--- config.mk ---
export PLATFORM = sky130hd
export DESIGN_NAME = jtr_unit
export DESIGN_NICKNAME = d
export VERILOG_FILES = /design/src/rtl/jtr_pkg.sv /design/src/rtl/jtr_pend_track.sv /design/src/rtl/jtr_target_reg.sv /design/src/rtl/jtr_decide.sv /design/src/rtl/jtr_unit.sv
export SDC_FILE = /design/constraint.sdc
export NUM_CORES = 1
export LEC_CHECK = 0
export ABC_AREA = 1
export BUFFER_PORTS_ARGS = -buffer_cell sky130_fd_sc_hd__buf_2
export CAP_MARGIN = 0
export CELL_PAD_IN_SITES_DETAIL_PLACEMENT = 0
export CELL_PAD_IN_SITES_GLOBAL_PLACEMENT = 1
export CORE_MARGIN = 10
export CORE_UTILIZATION = 34
export CTS_CLUSTER_DIAMETER = 40
export DETAILED_ROUTE_END_ITERATION = 7
export PLACE_DENSITY_LB_ADDON = 0.12
export SYNTH_ARGS = -nofsm -noshare
export SYNTH_HDL_FRONTEND = slang
export SYNTH_HIERARCHICAL = 1
export SYNTH_SLANG_ARGS = --single-unit
--- constraint.sdc ---
create_clock -name clk -period 2.1 [get_ports clk]
set_clock_uncertainty 0.2 [all_clocks]
set_input_delay 0.105 -clock clk [delete_from_list [all_inputs] [get_ports clk]]
set_output_delay 0.105 -clock clk [all_outputs]
set_load 0.03 [all_outputs]
--- src/rtl/jtr_pkg.sv ---
package jtr_pkg;
  typedef enum logic [1:0] {
    RES_NONE = 2'd0,
    RES_WAIT = 2'd1,
    RES_TRAP = 2'd2,
    RES_GO   = 2'd3
  } jtr_res_e;
endpackage

--- src/rtl/jtr_pend_track.sv ---
module jtr_pend_track #(
  parameter int SEQ_W = 3
) (
  input  logic clk,
  input  logic rst_n,
  input  logic issue_i,
  input  logic done_i,
  input  logic restore_i,
  output logic pending_o
);
  logic [SEQ_W-1:0] iss_q, iss_d, don_q, don_d;
  logic             iss_en, don_en;

  assign pending_o = (iss_q != don_q);

  always_comb begin
    iss_en = restore_i | issue_i;
    don_en = restore_i | (done_i & (pending_o | issue_i));
    iss_d  = restore_i ? '0 : iss_q + 1'b1;
    don_d  = restore_i ? '0 : don_q + 1'b1;
  end

  always_ff @(posedge clk or negedge rst_n) begin
    if (!rst_n) begin
      iss_q <= '0;
      don_q <= '0;
    end else begin
      if (iss_en) iss_q <= iss_d;
      if (don_en) don_q <= don_d;
    end
  end

  AST_RESTORE_CLEARS_PEND: assert property (@(posedge clk) disable iff (!rst_n)
    restore_i |=> !pending_o);
  AST_PEND_NEEDS_ISSUE: assert property (@(posedge clk) disable iff (!rst_n)
    (!pending_o && !issue_i) |=> !pending_o);
endmodule

--- src/rtl/jtr_target_reg.sv ---
module jtr_target_reg #(
  parameter int ADDR_W = 32
) (
  input  logic              clk,
  input  logic              rst_n,
  input  logic              wr_i,
  input  logic [ADDR_W-1:0] wr_addr_i,
  input  logic              kill_i,
  input  logic              restore_i,
  input  logic [ADDR_W-1:0] rest_addr_i,
  input  logic              rest_inval_i,
  output logic [ADDR_W-1:0] addr_o,
  output logic              inval_o
);
  logic [ADDR_W-1:0] addr_q, addr_d;
  logic              inval_q, inval_d;
  logic              addr_en;

  always_comb begin
    addr_en = restore_i | wr_i;
    addr_d  = restore_i ? rest_addr_i : wr_addr_i;
    if (restore_i)   inval_d = rest_inval_i;
    else if (kill_i) inval_d = 1'b1;
    else if (wr_i)   inval_d = 1'b0;
    else             inval_d = inval_q;
  end

  always_ff @(posedge clk or negedge rst_n) begin
    if (!rst_n) begin
      addr_q  <= '0;
      inval_q <= 1'b1;
    end else begin
      if (addr_en) addr_q <= addr_d;
      inval_q <= inval_d;
    end
  end

  assign addr_o  = addr_q;
  assign inval_o = inval_q;

  AST_RETIRE_WINS: assert property (@(posedge clk) disable iff (!rst_n)
    (kill_i && !restore_i) |=> inval_o);
  AST_DONE_CLEARS: assert property (@(posedge clk) disable iff (!rst_n)
    (wr_i && !kill_i && !restore_i) |=> (!inval_o && addr_o == $past(wr_addr_i)));
endmodule

--- src/rtl/jtr_decide.sv ---
module jtr_decide
  import jtr_pkg::*;
#(
  parameter int ADDR_W = 32
) (
  input  logic              clk,
  input  logic              rst_n,
  input  logic              req_i,
  input  logic              pending_i,
  input  logic              inval_i,
  input  logic [ADDR_W-1:0] addr_i,
  input  logic              restore_i,
  output logic              take_o,
  output logic              redir_valid_o,
  output logic [ADDR_W-1:0] redir_addr_o,
  output logic              trap_o,
  output logic              stall_o
);
  jtr_res_e          res;
  logic              want;
  logic              wait_q, wait_d;
  logic              go_q, trap_q;
  logic [ADDR_W-1:0] raddr_q;

  always_comb begin
    want = req_i | wait_q;
    if (restore_i || !want) res = RES_NONE;
    else if (pending_i)     res = RES_WAIT;
    else if (inval_i)       res = RES_TRAP;
    else                    res = RES_GO;
    wait_d = (res == RES_WAIT);
    take_o = (res == RES_GO);
  end

  always_ff @(posedge clk or negedge rst_n) begin
    if (!rst_n) begin
      wait_q  <= 1'b0;
      go_q    <= 1'b0;
      trap_q  <= 1'b0;
      raddr_q <= '0;
    end else begin
      wait_q <= wait_d;
      go_q   <= take_o;
      trap_q <= (res == RES_TRAP);
      if (take_o) raddr_q <= addr_i;
    end
  end

  assign redir_valid_o = go_q;
  assign redir_addr_o  = raddr_q;
  assign trap_o        = trap_q;
  assign stall_o       = wait_q;

  AST_EXCL: assert property (@(posedge clk) disable iff (!rst_n)
    !(redir_valid_o && trap_o));
  AST_REDIR_PULSE: assert property (@(posedge clk) disable iff (!rst_n)
    redir_valid_o |=> !redir_valid_o);
  AST_TRAP_ON_INVALID: assert property (@(posedge clk) disable iff (!rst_n)
    trap_o |-> $past(inval_i));
  AST_NO_GO_PENDING: assert property (@(posedge clk) disable iff (!rst_n)
    redir_valid_o |-> !$past(pending_i));
endmodule

--- src/rtl/jtr_unit.sv ---
module jtr_unit #(
  parameter int ADDR_W = 32,
  parameter int SEQ_W  = 3
) (
  input  logic              clk,
  input  logic              rst_n,
  input  logic              set_issue_i,
  input  logic              set_done_i,
  input  logic [ADDR_W-1:0] set_addr_i,
  input  logic              jmp_retire_i,
  input  logic              jtt_req_i,
  input  logic              restore_i,
  input  logic [ADDR_W-1:0] restore_addr_i,
  input  logic              restore_inval_i,
  output logic [ADDR_W-1:0] save_addr_o,
  output logic              save_inval_o,
  output logic              redir_valid_o,
  output logic [ADDR_W-1:0] redir_addr_o,
  output logic              stall_o,
  output logic              trap_o
);
  logic              pending, take, inval;
  logic [ADDR_W-1:0] taddr;

  jtr_pend_track #(.SEQ_W(SEQ_W)) u_pend (
    .clk       (clk),
    .rst_n     (rst_n),
    .issue_i   (set_issue_i),
    .done_i    (set_done_i),
    .restore_i (restore_i),
    .pending_o (pending)
  );

  jtr_target_reg #(.ADDR_W(ADDR_W)) u_treg (
    .clk          (clk),
    .rst_n        (rst_n),
    .wr_i         (set_done_i),
    .wr_addr_i    (set_addr_i),
    .kill_i       (jmp_retire_i | take),
    .restore_i    (restore_i),
    .rest_addr_i  (restore_addr_i),
    .rest_inval_i (restore_inval_i),
    .addr_o       (taddr),
    .inval_o      (inval)
  );

  jtr_decide #(.ADDR_W(ADDR_W)) u_dec (
    .clk           (clk),
    .rst_n         (rst_n),
    .req_i         (jtt_req_i),
    .pending_i     (pending),
    .inval_i       (inval),
    .addr_i        (taddr),
    .restore_i     (restore_i),
    .take_o        (take),
    .redir_valid_o (redir_valid_o),
    .redir_addr_o  (redir_addr_o),
    .trap_o        (trap_o),
    .stall_o       (stall_o)
  );

  assign save_addr_o  = taddr;
  assign save_inval_o = inval;
endmodule

======== Word level (Yosys, flattened, before mapping) ========
Index checks and enable logic that the tools add are counted.
Widths: inputs -> output; s select.
storage, ports and cells
  bits in registers ....................... 74
  output and inout port bits .............. 68
  bits of input ports ..................... 72
  word-level logic and storage cells ...... 33
cells by class
  multiplexer cells ....................... 9
  bitwise logic cells ..................... 7
  add/subtract/negate cells ............... 2
  reductions and logical operators ........ 3
  equality and inequality tests ........... 4
operators with widths
  operator             count
  $mux 32              1
  $add 3x1->3 const B  2
  $mux 3               2
  $or 1x1->1           6
  $eq 2x2->1 const B   2
  $mux 1               4
  $mux 2               2
  $ne 3x3->1           1
  $reduce_bool 3->1    1
  $eq 2x1->1 const B   1
  $and 1x1->1          1
  $logic_not 1->1      1
  $logic_or 1x1->1     1

======== Depth between registers and ports, before layout ========
Gate-level depths: netlist of run 1.
  word-level depth ........................ 8
  gate-level depth with buffers ........... 14
  gate-level depth less buffers ........... 13

======== Cells and area by module ========
Netlist of run 1, hierarchy kept.
by module, submodules not included
  module          cells an instance  instances  area each (µm²)
  jtr_target_reg  184                1          1560.2
  jtr_decide      155                1          1471.4
  jtr_pend_track  47                 1          356.6
  jtr_unit        3                  1          11.3

======== Least setup slack after synthesis of run 1 ========
OpenSTA, ideal clock, no wires.
  kind .................................... register to register
  start point ............................. reg u_pend.iss_q[0]
  end point ............................... reg u_treg.inval_q, in the netlist u_treg/inval_o
  data required time ...................... 1840 ps
  period minus slack after synthesis ...... 1804 ps
  arrival ................................. 1544 ps
  stages on the path, launching flop included .. 13
  setup slack ............................. 296 ps
  cell sequence ........................... dfrtp_1 > xnor2_1 > nand3_1 > nor2_4 > nand3_4 > buf_6 > inv_1 > inv_1 > nand2_1 > inv_1 > nand2_1 > nand2_1 > nand2_1
between the ends
  longest elaborated chain between the ends .. 7
RTL lines
  element                 RTL line              text
  start, declared         jtr_pend_track.sv:11  logic [SEQ_W-1:0] iss_q, iss_d, don_q, don_d;
  start signal, assigned  jtr_pend_track.sv:28  if (iss_en) iss_q <= iss_d;
  $ne 3x3->1 *            jtr_pend_track.sv:14  assign pending_o = (iss_q != don_q);
  net pending             jtr_unit.sv:22        logic pending, take, inval;
  $mux 2 *                jtr_decide.sv:28      else if (pending_i) res = RES_WAIT;
  $mux 2 *                jtr_decide.sv:27      if (restore_i || !want) res = RES_NONE;
  $eq 2x2->1 *            jtr_decide.sv:32      take_o = (res == RES_GO);
  net take                jtr_unit.sv:22
  $or 1x1->1 *            jtr_unit.sv:39        .kill_i (jmp_retire_i | take),
  $mux 1                  jtr_target_reg.sv:23  else if (kill_i) inval_d = 1'b1;
  $mux 1                  jtr_target_reg.sv:22  if (restore_i) inval_d = rest_inval_i;
  end signal, assigned    jtr_target_reg.sv:34  inval_q <= inval_d;
  end, declared           jtr_target_reg.sv:16  logic inval_q, inval_d;
Mark *: on every way through the listed nets, which the timed path passes. The rest lies on a longest branch.
A chain may end at the register's enable or synchronous reset.

======== Worst setup path after layout of run 1 ========
  start point ............................. reg u_pend.don_q[0]
  end point ............................... reg u_dec.raddr_q[1], in the netlist u_dec/redir_addr_o[1]
between the ends
  longest elaborated chain between the ends .. 4
RTL lines
  element                 RTL line              text
  start, declared         jtr_pend_track.sv:11
  start signal, assigned  jtr_pend_track.sv:29  if (don_en) don_q <= don_d;
  $ne 3x3->1              jtr_pend_track.sv:14
  net pending             jtr_unit.sv:22
  $mux 2                  jtr_decide.sv:28
  $mux 2                  jtr_decide.sv:27
  $eq 2x2->1              jtr_decide.sv:32
  end signal, assigned    jtr_decide.sv:45      if (take_o) raddr_q <= addr_i;
  end, declared           jtr_decide.sv:23      logic [ADDR_W-1:0] raddr_q;
The timed path passes the listed nets, and every way through them passes these cells.

==> results.json, run 1 <==
{
  "p_per_area_nw_per_um2": 1039,
  "io_pins": 140,
  "final_nets": 664,
  "numPortBuffers": 139,
  "post-route-util": 0.5152,
  "chipWidth_um": 120.0,
  "syn_area_um2": 3400,
  "arrival_ns": 1.87,
  "syn_inst": 389,
  "ys.flop_type": "dfrtp_1",
  "fmax_mhz": 542.2,
  "hpwl_mm": 7.812,
  "path_common_cell": "nand2_1",
  "irDropWorstVdd_mv": 0.4761,
  "final_common_cell": "nand2_1",
  "final_max_slew_viol_count": 0,
  "synth-edff-count": 0,
  "path_cells": "xnor2_1 > nand3_1 > nor2_4 > nand3_4 > buf_4 > nand2_1 > nand2_1",
  "seq_area_frac_synth": 0.5451,
  "tightest_slew_ns": 0.6620,
  "path_clk_slew_ns": 0.08,
  "ys.warnings.count": 6,
  "ys_async_sr_fraction": 1.000,
  "tritoncts": "done",
  "grt_usage": 0.1591,
  "post-route-min-period_ns": 1.844,
  "crit_slowest_cell": "dfrtp_1",
  "n_antenna_cell": 0,
  "p_leak_nw": 2.711,
  "multiInputGateArea_um2": 1279,
  "area.sequential_um2": 1853,
  "grt_max_degree": 41,
  "cts_resized": 0,
  "vias": 3420,
  "cp_max_fo": 32,
  "gr-total-overflow": 0,
  "met2_usage": 0.2730,
  "slew_headroom": 0.5580,
  "drt_iter0_markers": 202,
  "gp_congestion": 0.7438,
  "dpl_cell_area_um2": 4136,
  "cp_data_required_time_ns": 2.13,
  "holdCritPathClass": "in -> async",
  "chipHeight_um": 120.0,
  "cts_buffers": 9,
  "status": "complete, no violations",
  "period_share": 0.8782,
  "drt-pass1-iter-count": 6,
  "path_class": "reg -> reg",
  "initial_core_util": 0.3478,
  "core_um2": 9774,
  "busiest_layer": "met2",
  "syn_area_per_cell_um2": 8.739,
  "clock-root-buffer": "clkbuf_8",
  "r2r_setup_slack_ns": 0.26,
  "wire_per_inst_um": 15.71,
  "viasPerCell": 4.698,
  "max_stage_delay_ns": 0.43,
  "setup_violations": 0,
  "cp-start-kind": "flop",
  "end_kind": "flop",
  "detail-route-antenna-nets": 0,
  "clock-sinks": 74,
  "wl_mm": 11.43,
  "clockBufferDepth": 2,
  "drive_above_1_share": 0.2908,
  "rsz0062_at_grt": "no",
  "use_met3": 0.05391,
  "maxCapViolations": 0,
  "antenna_found_initial": 0,
  "die_area_um2": 14400,
  "synth_nets": 463,
  "h-tree-depth": 3,
  "synth.distinct_cells": 21,
  "finalHoldViolCount": 0,
  "use_met1": 0.1888,
  "setup_tns_ns": 0,
  "grt_pass1_wl_mm": 18.85,
  "final_cell_mix": "nand2_1 (150), buf_2 (138), dfrtp_1 (73)",
  "grt_pass1_vias": 3615,
  "syn_to_final_growth_pct": 48.14,
  "clk_latency_ns": 0.33,
  "postCtsSetupBuffers": 0,
  "fp-row-count": 36,
  "drcViolationCount": 0,
  "nFillCells": 971,
  "ys_ff_latch": 74,
  "final_area_um2": 5036
}
==> what timing repair did <==
| action | CTS | global route |
|---|---|---|
| endpoints found under the setup margin | 0 | 0 |
| endpoints found under the hold margin | 109 | 0 |
| hold buffers | 68 | 0 |
==> final cells by class <==
class / instances / share of cell area
Sequential cell: 74 / 0.3680
Clock buffer: 11 / 0.02807
Timing Repair Buffer: 216 / 0.2897
Multi-Input combinational cell: 273 / 0.2539
Clock inverter: 5 / 0.01540
Inverter: 16 / 0.01193
Tap cell: 133 / 0.03304
==> flip-flops by register name (all words and copies together), names as in the netlist <==
| signal | flops |
|---|---|
| u_dec/redir_addr_o | 32 |
| u_dec/redir_valid_o | 1 |
| u_dec/stall_o | 1 |
| u_dec/trap_o | 1 |
| u_pend/don_q | 3 |
| u_pend/iss_q | 3 |
| u_treg/addr_o | 32 |
| u_treg/inval_o | 1 |
==> cell families after synthesis <==
family | count (synthesis) | synth area share
compound gates | 4 | 0.005889
fa+ha+maj | 2 | 0.007360
flops | 74 | 0.5451
simple gates | 265 | 0.3577
xor+xnor | 2 | 0.005154
buf+inv | 42 | 0.07876
==> report_power, final <==
part | total [mW] | switching, mW | internal (mW)
clock | 1.21 | 0.511 | 0.698
sequential | 2.02 | 0.233 | 1.79
combinational | 2.00 | 1.37 | 0.628
total | 5.23 | 2.12 | 3.11
==> worst max-delay path: cells and delay by family, from the launching register on <==
| family | cells | cell delay, ns |
|---|---|---|
| AND/OR/NAND/NOR | 5 | 0.59 |
| flip-flops | 1 | 0.43 |
| buffers and inverters | 1 | 0.27 |
| XOR/XNOR | 1 | 0.22 |
==> layer usage <==
metal	vias to the layer above	routed length, um
li1	1687	-
met1	1611	4912
met2	116	5602
met3	6	844
met4	0	74
met5	-	0
==> final timing paths <==
path,cells after the start,startpoint,end
worst max-delay path,7,u_pend/don_q[0]$_DFFE_PN0P_,u_dec/redir_addr_o[1]$_DFFE_PN0N_
worst min-delay path,2,rst_n,u_treg/addr_o[16]$_DFFE_PN0P_
worst max register to register,7,u_pend/don_q[0]$_DFFE_PN0P_,u_dec/redir_addr_o[1]$_DFFE_PN0N_
worst min register to register,2,u_dec/redir_addr_o[26]$_DFFE_PN0N_,u_dec/redir_addr_o[26]$_DFFE_PN0N_
max in group asynchronous,3,rst_n,u_treg/inval_o$_DFFE_PN1P_
min in group clk,5,jtt_req_i,u_dec/redir_valid_o$_DFF_PN0_
==> synthesized netlist by cell type (6+ instances only) <==
| cell | n | area share |
|---|---|---|
| buf_2 | 10 | 0.015 |
| buf_4 | 6 | 0.013 |
| buf_6 | 10 | 0.033 |
| dfrtp_1 | 73 | 0.54 |
| inv_1 | 14 | 0.015 |
| nand2_1 | 150 | 0.17 |
| nand3_1 | 70 | 0.10 |
| nand4_1 | 32 | 0.059 |
| nor2_1 | 6 | 0.0066 |
==> metrics by stage <==
step	hold WS, ns	cells	power [mW]	setup slack [ns]
detailed placement	-0.1010	644	3.946	0.2746
finish	0.05244	728	5.231	0.2558
floorplan	-0.3906	389	3.263	0.2958
global route	0.08268	728	5.581	0.08138
global placement	-0.1011	644	3.924	0.3156
CTS	0.06095	728	5.316	0.2565
No activity file was read; power rests on OpenSTA's default activity.
==> inputs of run 2 (changes only) <==
--- a/config.mk
+++ b/config.mk
@@ -14,6 +14,7 @@
 export CORE_UTILIZATION = 34
 export CTS_CLUSTER_DIAMETER = 40
 export DETAILED_ROUTE_END_ITERATION = 7
+export MAX_ROUTING_LAYER = met4
 export PLACE_DENSITY_LB_ADDON = 0.12
 export SYNTH_ARGS = -nofsm -noshare
 export SYNTH_HDL_FRONTEND = slang
==> run 2 against run 1 <==
Compared with the run above:
- setup slack improved by 0.0039 ns
- maximum frequency rose by 0.21%
- global-route usage rose by 0.48 points
- sequential power is essentially flat
==> results.json, run 2 (synthesis results as in run 1) <==
{
  "p_per_area_nw_per_um2": 1040,
  "gp_congestion": 0.7531,
  "dpl_cell_area_um2": 4136,
  "clockBufferDepth": 2,
  "path_clk_slew_ns": 0.08,
  "syn_to_final_growth_pct": 48.14,
  "grt_pass1_vias": 3623,
  "p_comb_frac": 0.382,
  "maxCapViolations": 0,
  "path_class": "reg -> reg",
  "cp_data_required_time_ns": 2.13,
  "cpLargestDelayFamily": "simple AND/OR/NAND/NOR gates",
  "core_um2": 9774,
  "rsz0062_at_grt": "no",
  "io_pins": 140,
  "reg2regPathDepth": 7,
  "finalHoldViolCount": 0,
  "power_mw": 5.237,
  "tritoncts": "done",
  "path_cells": "xnor2_1 > nand3_1 > nor2_4 > nand3_4 > buf_4 > nand2_1 > nand2_1",
  "path_common_cell": "nand2_1",
  "end_kind": "flop",
  "p_clk_frac": 0.232,
  "slew_headroom": 0.5763,
  "vias": 3440,
  "setup_tns_ns": 0,
  "drive_above_1_share": 0.2908,
  "r2r_setup_slack_ns": 0.26,
  "clk_latency_ns": 0.34,
  "final_area_um2": 5036,
  "pwr-share-seq": 0.386,
  "fp-row-count": 36,
  "regToRegStartpoint": "u_pend/don_q[0]$_DFFE_PN0P_",
  "irDropWorstVdd_mv": 0.4774,
  "gr-total-overflow": 0,
  "tightest_slew_ns": 0.6346,
  "clock-root-buffer": "clkbuf_8",
  "cts_buffers": 9,
  "cp-start-kind": "flop",
  "drt_iter0_markers": 189,
  "drt-pass1-iter-count": 6,
  "die_area_um2": 14400,
  "chipWidth_um": 120.0,
  "hpwl_mm": 7.812,
  "antenna_found_initial": 0,
  "switching_power_mw": 2.123,
  "initial_core_util": 0.3478,
  "numPortBuffers": 139,
  "detail-route-antenna-nets": 0,
  "crit_slowest_cell": "dfrtp_1",
  "cp_max_fo": 32,
  "max_stage_delay_ns": 0.43,
  "clock-sinks": 74,
  "h-tree-depth": 3,
  "p_sw_frac": 0.4053,
  "status": "complete, no violations",
  "n_antenna_cell": 0,
  "intPower_mw": 3.114,
  "r2r_end": "u_dec/redir_addr_o[1]$_DFFE_PN0N_",
  "period_share": 0.8763,
  "worst-path-buf-inv": 1,
  "chipHeight_um": 120.0,
  "postCtsSetupBuffers": 0,
  "wire_per_inst_um": 15.74,
  "final_common_cell": "nand2_1",
  "nFillCells": 971,
  "final_cell_mix": "nand2_1 (150), buf_2 (138), dfrtp_1 (73)",
  "post-route-util": 0.5152,
  "fmax_mhz": 543.4,
  "grt_usage": 0.1639,
  "arrival_ns": 1.87,
  "grt_pass1_wl_mm": 18.82,
  "final_max_slew_viol_count": 0,
  "setup_violations": 0,
  "drcViolationCount": 0,
  "final_nets": 664,
  "holdCritPathClass": "in -> async",
  "post-route-min-period_ns": 1.840,
  "p_leak_nw": 2.711,
  "grt_max_degree": 41,
  "viasPerCell": 4.725,
  "wl_mm": 11.46
}
## run 2: cell counts in the layout (fill, tap and decap cells not counted)
No cell type changed its count.
## run 2: layout make-up
class | instances | area (um2) | area share
Tap cell | 133 | 166.4 | 0.03304
Sequential cell | 74 | 1853 | 0.3680
Clock inverter | 5 | 77.57 | 0.01540
Inverter | 16 | 60.06 | 0.01193
Timing Repair Buffer | 216 | 1459 | 0.2897
Clock buffer | 11 | 141.4 | 0.02807
Multi-Input combinational cell | 273 | 1279 | 0.2539
## run 2: timing repair
item	in CTS	in global routing
endpoints found under the hold margin	109	0
hold buffers	68	0
gates resized for setup	0	0
## run 2: metrics by stage
stage | setup WS (ns) | cells | hold WS [ns]
floorplan | 0.2958 | 389 | -0.3906
global placement | 0.3156 | 644 | -0.1011
detailed placement | 0.2746 | 644 | -0.1010
CTS | 0.2565 | 728 | 0.06095
global route | 0.08119 | 728 | 0.08232
finish | 0.2598 | 728 | 0.04500
## run 2: metal layers
layer  part of all wire  global-route usage
met1               0.44              0.1911
met2               0.49              0.2748
met3              0.063             0.04454
met4              0.013             0.04072
met5                  0                   -
## run 2: power by group through the flow
stage | Sequential [mW] | Clock, mW | Combinational (mW)
3_3_place_gp | 2.06 | 0 | 1.86
4_1_cts | 2.03 | 1.26 | 2.03
6_report | 2.02 | 1.22 | 2.00
2_1_floorplan | 2.71 | 0 | 0.554
5_1_grt | 2.08 | 1.32 | 2.18
3_5_place_dp | 2.05 | 0 | 1.89
## run 2: worst max path at each step
stage                     cells past startpoint                            endpoint                         from  slack [ns]
final                                         7   u_dec/redir_addr_o[1]$_DFFE_PN0N_  u_pend/don_q[0]$_DFFE_PN0P_        0.26
after global routing                          7   u_dec/redir_addr_o[9]$_DFFE_PN0N_  u_pend/don_q[0]$_DFFE_PN0P_        0.08
after CTS                                     7  u_dec/redir_addr_o[10]$_DFFE_PN0N_  u_pend/don_q[0]$_DFFE_PN0P_        0.26
after detailed placement                      7   u_dec/redir_addr_o[1]$_DFFE_PN0N_  u_pend/don_q[0]$_DFFE_PN0P_        0.27
after global placement                        7   u_dec/redir_addr_o[0]$_DFFE_PN0N_  u_pend/iss_q[0]$_DFFE_PN0P_        0.32
after floorplan                              12          u_treg/inval_o$_DFFE_PN1P_  u_pend/iss_q[0]$_DFFE_PN0P_        0.30
==> inputs of run 3 (changes only) <==
--- a/config.mk
+++ b/config.mk
@@ -5,13 +5,12 @@
 export SDC_FILE = /design/constraint.sdc
 export NUM_CORES = 1
 export LEC_CHECK = 0
-export ABC_AREA = 1
 export BUFFER_PORTS_ARGS = -buffer_cell sky130_fd_sc_hd__buf_2
 export CAP_MARGIN = 0
 export CELL_PAD_IN_SITES_DETAIL_PLACEMENT = 0
 export CELL_PAD_IN_SITES_GLOBAL_PLACEMENT = 1
 export CORE_MARGIN = 10
-export CORE_UTILIZATION = 34
+export CORE_UTILIZATION = 36
 export CTS_CLUSTER_DIAMETER = 40
 export DETAILED_ROUTE_END_ITERATION = 7
 export MAX_ROUTING_LAYER = met4
==> run 3 against run 2 <==
Compared with the run above:
- register-to-register slack got worse by 0.25 ns
- first-iteration DRC count fell by 21%
- highest routed layer unchanged
- global-route usage decreased by 2.1 points
- critical path depth down 1
==> results.json, run 3 <==
{
  "clk_latency_ns": 0.34,
  "initial_core_util": 0.3714,
  "rsz0062_at_grt": "yes",
  "placed_cells_incl_taps": 493,
  "dp_slack_ns": -0.02175,
  "ys_ff_latch": 74,
  "final_nets": 547,
  "status": "complete, no violations",
  "cp-start-kind": "flop",
  "path_clk_slew_ns": 0.08,
  "drcViolationCount": 0,
  "tightest_slew_ns": 0.7275,
  "setup_slack_ns": 0.006578,
  "gr-total-overflow": 0,
  "syn_area_per_cell_um2": 12.85,
  "grt_pass1_vias": 2904,
  "setup_violations": 0,
  "drive_above_1_share": 0.4414,
  "fp-row-count": 34,
  "clock-root-buffer": "clkbuf_8",
  "fin_hold_ws_ns": 0.07278,
  "finalHoldViolCount": 0,
  "r2r_setup_slack_ns": 0.007,
  "grt_pass1_wl_mm": 14.79,
  "synth_largest_area_cell": "dfrtp_1",
  "chipWidth_um": 114.9,
  "cp_data_required_time_ns": 2.13,
  "period_share": 0.9969,
  "end_kind": "flop",
  "tritoncts": "done",
  "grt_usage": 0.1426,
  "cts_buffers": 9,
  "wl_mm": 9.392,
  "synth-edff-count": 0,
  "die_area_um2": 13190,
  "numPortBuffers": 139,
  "h-tree-depth": 3,
  "final_common_cell": "buf_2",
  "syn_to_final_growth_pct": 57.86,
  "hpwl_mm": 6.460,
  "wire_per_inst_um": 16.03,
  "clockBufferDepth": 2,
  "syn_inst": 252,
  "n_antenna_cell": 0,
  "synthMostInstantiatedCell": "dfrtp_1",
  "antenna_found_initial": 0,
  "final_cell_mix": "buf_2 (138), dfrtp_1 (72), dlygate4sd3_1 (70)",
  "drt_iter0_markers": 149,
  "slew_headroom": 0.5150,
  "path_class": "reg -> reg",
  "holdCritPathClass": "in -> async",
  "drt-pass1-iter-count": 4,
  "synth.distinct_cells": 29,
  "core_um2": 8721,
  "layout.cells.non_filler": 586,
  "io_pins": 140,
  "final_max_slew_viol_count": 0,
  "fmax_mhz": 477.7,
  "seq_area_frac_synth": 0.5720,
  "detail-route-antenna-nets": 0,
  "p_per_area_nw_per_um2": 1012,
  "maxCapViolations": 0,
  "power_mw": 5.173,
  "syn_area_um2": 3239,
  "ys_async_sr_fraction": 1.000,
  "post-route-min-period_ns": 2.093,
  "synth_commonest_cells": "dfrtp_1 (73), mux2i_1 (34), nand2_1 (34)",
  "p_leak_nw": 2.585,
  "viasPerCell": 4.573,
  "ys.flop_type": "dfrtp_1",
  "gp_congestion": 0.7683,
  "cp_max_fo": 8,
  "synth_top_area_frac": 0.5639,
  "vias": 2680,
  "synth.area.top_cells": "dfrtp_1 (56%), mux2_2 (11%), mux2i_1 (11%)",
  "grt_max_degree": 78,
  "arrival_ns": 2.12,
  "synth_nets": 326,
  "clock-sinks": 74,
  "ys.warnings.count": 6,
  "chipHeight_um": 114.9,
  "irDropWorstVdd_mv": 0.3873
}
## run 3: where the power goes
group / total [mW] / internal, mW / switching [mW] / leakage [nW]
logic: 2.16 / 0.904 / 1.26 / 1.59
clock network: 1.00 / 0.492 / 0.508 / 0.0924
registers: 2.01 / 1.80 / 0.213 / 0.907
total: 5.17 / 3.20 / 1.98 / 2.59
## run 3: per-layer routing
| layer | global-route usage | up-vias | part of all wire |
|---|---|---|---|
| li1 | - | 1308 | - |
| met1 | 0.1803 | 1273 | 0.47 |
| met2 | 0.2132 | 88 | 0.45 |
| met3 | 0.04167 | 11 | 0.073 |
| met4 | 0.04950 | 0 | 0.013 |
| met5 | - | - | 0 |
## run 3: worst max-delay path: stages (launching register included)
cell	delay (ns)
dfrtp_2	0.43
xnor2_2	0.22
nand3_2	0.15
nor4_4	0.32
buf_6	0.18
clkbuf_16	0.16
mux2_2	0.32
## run 3: area by class of cell
cell class,count,area (um2)
multi-input combinational,161,1333
timing repair buffer,225,1603
clock inverter,4,26.28
sequential,74,1854
fill,738,3607
inverter,2,7.507
tap,108,135.1
clock buffer,12,155.1
## run 3: metrics by stage
step / area [um2] / util / setup TNS (ns)
final: 5114 / 0.5864 / 0
after global routing: 5114 / 0.5864 / -1.535
after CTS: 4897 / 0.5615 / 0
after detailed placement: 4008 / 0.4595 / -0.1961
after global placement: 4008 / 0.4595 / 0
after floorplan: 3239 / - / 0
## run 3: cell families after synthesis
kind of cell | count (synthesis) | synth area share
AO/OA/AOI/OAI | 35 | 0.05987
XOR/XNOR | 5 | 0.01584
adder cells (fa/ha/maj) | 2 | 0.007724
buffers and inverters | 17 | 0.04712
flip-flops | 74 | 0.5720
multiplexers | 68 | 0.2244
AND/OR/NAND/NOR | 51 | 0.07300
## run 3: worst paths after layout
kind | cells past startpoint | end | start
min in group clk | 3 | u_treg/inval_o$_DFFE_PN1P_ | set_done_i
hold reg to reg | 1 | u_dec/redir_addr_o[10]$_DFFE_PN0N_ | u_dec/redir_addr_o[10]$_DFFE_PN0N_
setup reg to reg | 6 | u_dec/redir_addr_o[23]$_DFFE_PN0N_ | u_pend/iss_q[1]$_DFFE_PN0P_
setup / recovery | 6 | u_dec/redir_addr_o[23]$_DFFE_PN0N_ | u_pend/iss_q[1]$_DFFE_PN0P_
hold / removal | 2 | u_treg/addr_o[31]$_DFFE_PN0P_ | rst_n
max in group asynchronous | 3 | u_dec/redir_addr_o[13]$_DFFE_PN0N_ | rst_n
## run 3: repair_timing
item,CTS,global route
endpoints found under the hold margin,112,0
setup buffers,0,4
setup endpoints to repair,17,32
hold buffers,70,0
gates resized for setup,2,34
pin swaps,0,3
cloned,0,3
